<file path="config.mk">
export PLATFORM = sky130hd
export DESIGN_NAME = rshift_unit
export DESIGN_NICKNAME = d
export VERILOG_FILES = /design/src/rtl/rshift_pkg.sv /design/src/rtl/shr_range_detect.sv /design/src/rtl/shr_mux_stage.sv /design/src/rtl/shr_barrel.sv /design/src/rtl/rshift_unit.sv
export SDC_FILE = /design/constraint.sdc
export NUM_CORES = 1
export LEC_CHECK = 0
export BUFFER_PORTS_ARGS = -buffer_cell sky130_fd_sc_hd__buf_2
export CAP_MARGIN = 20
export CORE_MARGIN = 5
export CORE_UTILIZATION = 25
export CTS_BUF_LIST = sky130_fd_sc_hd__clkbuf_8
export DETAILED_ROUTE_END_ITERATION = 7
export PLACE_DENSITY = 0.45
export SLEW_MARGIN = 20
export SYNTH_ARGS = -nofsm -noshare
export SYNTH_HDL_FRONTEND = slang
export SYNTH_HIERARCHICAL = 1
export SYNTH_SLANG_ARGS = --single-unit
</file>
<file path="constraint.sdc">
create_clock -name clk -period 3.3 [get_ports clk]
set_clock_uncertainty 0.2 [all_clocks]
set_input_delay 0.165 -clock clk [delete_from_list [all_inputs] [get_ports clk]]
set_output_delay 0.165 -clock clk [all_outputs]
set_load 0.02 [all_outputs]
</file>
<file path="src/rtl/rshift_pkg.sv">
// Package: shared types for the right-shifter.
// Assumes: nothing beyond IEEE 1800-2017.
package rshift_pkg;

    // Fill mode; the encoding matches the top-level arith pin.
    typedef enum logic {
        SHR_LOGICAL = 1'b0,
        SHR_ARITH   = 1'b1
    } shr_mode_e;

    // Fill bit for the vacated positions, taken from the unshifted MSB.
    function automatic logic fill_of(input logic msb, input shr_mode_e mode);
        return (mode == SHR_ARITH) ? msb : 1'b0;
    endfunction

endpackage

</file>
<file path="src/rtl/shr_range_detect.sv">
// Module: shr_range_detect
// Flags shift amounts that do not fit in the STAGES low bits, i.e. amount >= 2**STAGES.
// Assumes: AMT_W >= STAGES; when they are equal there is no overflow.
module shr_range_detect #(
    parameter int AMT_W  = 32,
    parameter int STAGES = 5
) (
    input  logic [AMT_W-1:0] amt,
    output logic             over
);
    generate
        if (AMT_W > STAGES) begin : g_wide
            // OR-reduce every amount bit above the stage-control bits.
            assign over = |amt[AMT_W-1:STAGES];
        end else begin : g_narrow
            // The full amount drives the stages, so it can never overflow.
            assign over = 1'b0;
        end
    endgenerate
endmodule

</file>
<file path="src/rtl/shr_mux_stage.sv">
// Module: shr_mux_stage
// One 2:1 stage: passes the word, or shifts it right by DIST and inserts fill bits.
// Assumes: 0 < DIST < W.
module shr_mux_stage #(
    parameter int W    = 32,
    parameter int DIST = 1
) (
    input  logic [W-1:0] din,
    input  logic         sel,
    input  logic         fill,
    output logic [W-1:0] dout
);
    // Select between the pass-through word and the shifted word.
    always_comb begin
        if (sel) dout = {{DIST{fill}}, din[W-1:DIST]};
        else     dout = din;
    end
endmodule

</file>
<file path="src/rtl/shr_barrel.sv">
// Module: shr_barrel
// Chain of log2(W) mux stages; stage j shifts by 2**j under control of amt bit j.
// Assumes: W == 2**STAGES.
module shr_barrel #(
    parameter int W      = 32,
    parameter int STAGES = 5
) (
    input  logic [W-1:0]      din,
    input  logic [STAGES-1:0] amt,
    input  logic              fill,
    output logic [W-1:0]      dout
);
    logic [W-1:0] tap [STAGES+1];

    assign tap[0] = din;

    generate
        for (genvar j = 0; j < STAGES; j++) begin : g_stage
            shr_mux_stage #(
                .W    (W),
                .DIST (1 << j)
            ) u_stage (
                .din  (tap[j]),
                .sel  (amt[j]),
                .fill (fill),
                .dout (tap[j+1])
            );
        end
    endgenerate

    assign dout = tap[STAGES];
endmodule

</file>
<file path="src/rtl/rshift_unit.sv">
// Module: rshift_unit
// Single-cycle registered right shifter with sign or zero fill and saturation.
// Assumes: DATA_W is a power of two >= 2; AMT_W >= log2(DATA_W);
//          reset is synchronous and active low.
module rshift_unit
    import rshift_pkg::*;
#(
    parameter int DATA_W = 32,
    parameter int AMT_W  = 32
) (
    input  logic              clk,
    input  logic              rst_n,
    input  logic [DATA_W-1:0] data_in,
    input  logic [AMT_W-1:0]  shamt,
    input  logic              arith,
    output logic [DATA_W-1:0] result
);
    localparam int STAGES = $clog2(DATA_W);
    localparam int MSB    = DATA_W - 1;

    generate
        if ((1 << STAGES) != DATA_W || STAGES < 1) begin : g_bad_width
            $error("rshift_unit: DATA_W must be a power of two >= 2");
        end
    endgenerate

    shr_mode_e         mode;
    logic              fill;
    logic              over;
    logic [DATA_W-1:0] shifted;
    logic [DATA_W-1:0] next_q;

    assign mode = shr_mode_e'(arith);
    assign fill = fill_of(data_in[MSB], mode);

    shr_range_detect #(
        .AMT_W  (AMT_W),
        .STAGES (STAGES)
    ) u_range (
        .amt  (shamt),
        .over (over)
    );

    shr_barrel #(
        .W      (DATA_W),
        .STAGES (STAGES)
    ) u_barrel (
        .din  (data_in),
        .amt  (shamt[STAGES-1:0]),
        .fill (fill),
        .dout (shifted)
    );

    // Choose the saturated fill word when the amount is out of range.
    always_comb begin
        next_q = over ? {DATA_W{fill}} : shifted;
    end

    // Result register with synchronous active-low clear.
    always_ff @(posedge clk) begin
        if (!rst_n) result <= '0;
        else        result <= next_q;
    end

    AST_RESET_CLEARS: assert property (@(posedge clk)
        !rst_n |=> (result == '0));

    AST_ZERO_PASS: assert property (@(posedge clk) disable iff (!rst_n)
        (shamt == '0) |=> (result == $past(data_in)));

    AST_SAT_FILL: assert property (@(posedge clk) disable iff (!rst_n)
        (shamt >= AMT_W'(DATA_W)) |=>
            (result == {DATA_W{$past(arith) & $past(data_in[MSB])}}));

    AST_LOGICAL_TOP_ZERO: assert property (@(posedge clk) disable iff (!rst_n)
        (!arith && shamt != '0) |=> (result[MSB] == 1'b0));

    AST_ARITH_SIGN_KEPT: assert property (@(posedge clk) disable iff (!rst_n)
        arith |=> (result[MSB] == $past(data_in[MSB])));
endmodule

</file>
==> impl_metrics.yaml <==
sta:
  finalCritPeriodShare_pct: 66.5
  hold_viol: 0
  tightest_slew_ns: 0.996
  fmax_mhz: 456
  rsz0062_at_grt: "false"
  slew_viol_final: 0
  layout_min_cycle_time_ns: 2.19
  maxSlewHeadroom_pct: 33.6
  tns_ns: 0
  finalSetupViolCount: 0
status:
  outcome: "complete, no violations"
critical_path:
  startpoint_type: "primary input"
  crit_required_ns: 3.25
  path_cells: "buf_2 > buf_12 > mux2_2 > mux2_2 > mux2_4 > mux2_4 > mux2_4 > nand3b_1 > nand2_1"
  crit_type: "primary input to flop"
  crit_fanout: 32
  critPathSlowestCell: "mux2_2"
  cp.arrival_ns: 2.14
  cp-end-kind: "flop"
  cp_common_cell: "mux2_4"
  cp_slowest_stage_delay_ns: 0.37
yosys:
  synthSimpleGateAreaFrac_pct: 11.6
  synth_top_family_by_area: "multiplexers"
  synth_compound_area_share_pct: 0
  yosysWarnings: 6
  synth_cell_type_count: 16
  synth_fa_ha_area_share_pct: 0
  synth-xor-area-share_pct: 0
  yosys.area.top_type: "mux2_4"
  ys_ff_latch: 32
  syn_avg_cell_area_sq_um: 13.0
  synth_nets: 365
  syn-cell-area_sq_um: 3890
  yosysTopAreaCellShare_pct: 57.9
  synth_area_leaders: "mux2_4, dfxtp_1, buf_12"
  synthMuxAreaShare_pct: 60.8
  seq_area_frac_synth_pct: 16.5
  postSynthCellCount: 298
power_and_ir_drop:
  pwr-share-clk_pct: 23.4
  finalPower_uw: 1310
  p_seq_share_pct: 30.9
  p_sw_uw: 375
  power_density_nw_per_um2: 302
  vdd_drop_max_mv: 0.119
  p_sw_share_pct: 28.5
  power.internal_uw: 939
  leakage_uw: 0.00231
  comb_power_share_pct: 45.6
place:
  dpl.cell_count: 581
  port_buffers: 98
  gp_congestion: 0.719
  dp_hpwl_um: 7150
  dpl-instance-area_sq_um: 4260
final_layout:
  finalNonFillerCells: 589
  diodes: 0
  final_nets: 444
  reg_top3: "result x32"
  largest_reg_flops: 32
  design_area_sq_um: 4350
  area_delta_synth_final_pct: 11.9
  drive_above_1_share_pct: 72.5
  top_register: "result"
floorplanning:
  dieWidth_um: 135
  die_area_sq_um: 18100
  initial_core_util_pct: 25.5
  rows: 45
  io_pins: 99
  fp.coreArea_sq_um: 15300
  die_h_um: 135
clock_tree:
  clkTransAtPathRegs_ns: 0.07
  cts-root-buf: "clkbuf_8"
  clockBufferDepth: 2
  numCtsBuffers: 5
  cts-htree-levels: 2
  cts_tree: "built"
  clock_sink_count: 32
  cts_resized: 0
  postCtsHoldBufs: 0
  postCtsSetupRepairBufs: 0
run:
  drv_cap: 0
route:
  dr.first_iter.drc_count: 124
  vias_per_cell: 4.02
  drtPass1Iterations: 4
  drt_wl_total_um: 8620
  drc: 0
  vias: 2368
  postRouteAntennaNets: 0
  wl_per_cell_um: 14.6
grt:
  track_usage_pct: 9.56
  grt_overflow_total: 0
  grt_pass1_vias: 2538
  antenna_found_initial: 0
  grt_pass1_wl_um: 14000
  grt_max_degree: 34
min_path:
  worstHoldPathType: "primary input to flop"
==> logic make-up after synthesis <==
kind of cell,after synthesis
mux,160
simple gates,75
flops,32
buf+inv,31
==> cell type report <==
type	instances	area [sq um]
Sequential cell	32	641
Tap cell	211	264
Clock buffer	6	82.6
Timing Repair Buffer	103	541
Clock inverter	2	10.0
Multi-Input combinational cell	235	2820
Fill cell	1592	10900
==> synth_stat cells (all sizes together) <==
library cell  count
nor4              6
mux2            160
and2              1
dfxtp            32
nor3              1
and4              1
buf              31
nand4             2
nand2            32
nand3b           32
==> path summary, 6_finish.rpt <==
check	start	endpoint	slack (ns)	cells past startpoint
min	data_in[31]	result[15]$_SDFF_PN0_	0.21	3
max	shamt[0]	result[9]$_SDFF_PN0_	1.11	9
==> cells in the final DEF (no fill, tap or decap), drive strengths merged <==
cell type	synthesis	layout
nand4	2	2
nand2	32	32
nor4	6	6
mux2	160	160
dfxtp	32	32
and4	1	1
clkinv	0	2
clkbuf	0	6
nor3	1	1
nand3b	32	32
and2	1	1
buf	31	103
==> through the flow <==
| stage | utilization [%] | hold WS (ns) | worst slack (ns) |
|---|---|---|---|
| 6_report | 28.5 | 0.210 | 1.11 |
| 4_1_cts | 28.5 | 0.219 | 1.10 |
| 3_3_place_gp | 27.9 | 0.384 | 0.815 |
| 2_1_floorplan | - | 0.132 | 1.05 |
| 3_5_place_dp | 27.9 | 0.380 | 0.801 |
| 5_1_grt | 28.5 | 0.255 | 1.04 |
==> routing by layer <==
layer | track usage (%) | wire length (um) | up-vias
met5 | 0 | 0 | -
met4 | 2.38 | 92 | 0
met3 | 1.97 | 436 | 7
met2 | 14.5 | 3740 | 57
met1 | 13.8 | 4350 | 1071
li1 | - | - | 1233
==> worst max-delay path: cells and delay by family <==
family                 cells  cell delay [ns]
buffers and inverters      2             0.33
muxes                      5             1.48
and+or+nand+nor            2             0.16
==> power by group through the flow <==
stage | logic [uW] | clock network, uW | registers [uW]
global placement | 603 | 0 | 415
finish | 600 | 308 | 406
CTS | 609 | 321 | 407
floorplan | 497 | 0 | 435
global route | 649 | 335 | 408
detailed placement | 607 | 0 | 415
No activity file was read; power rests on OpenSTA's default activity.
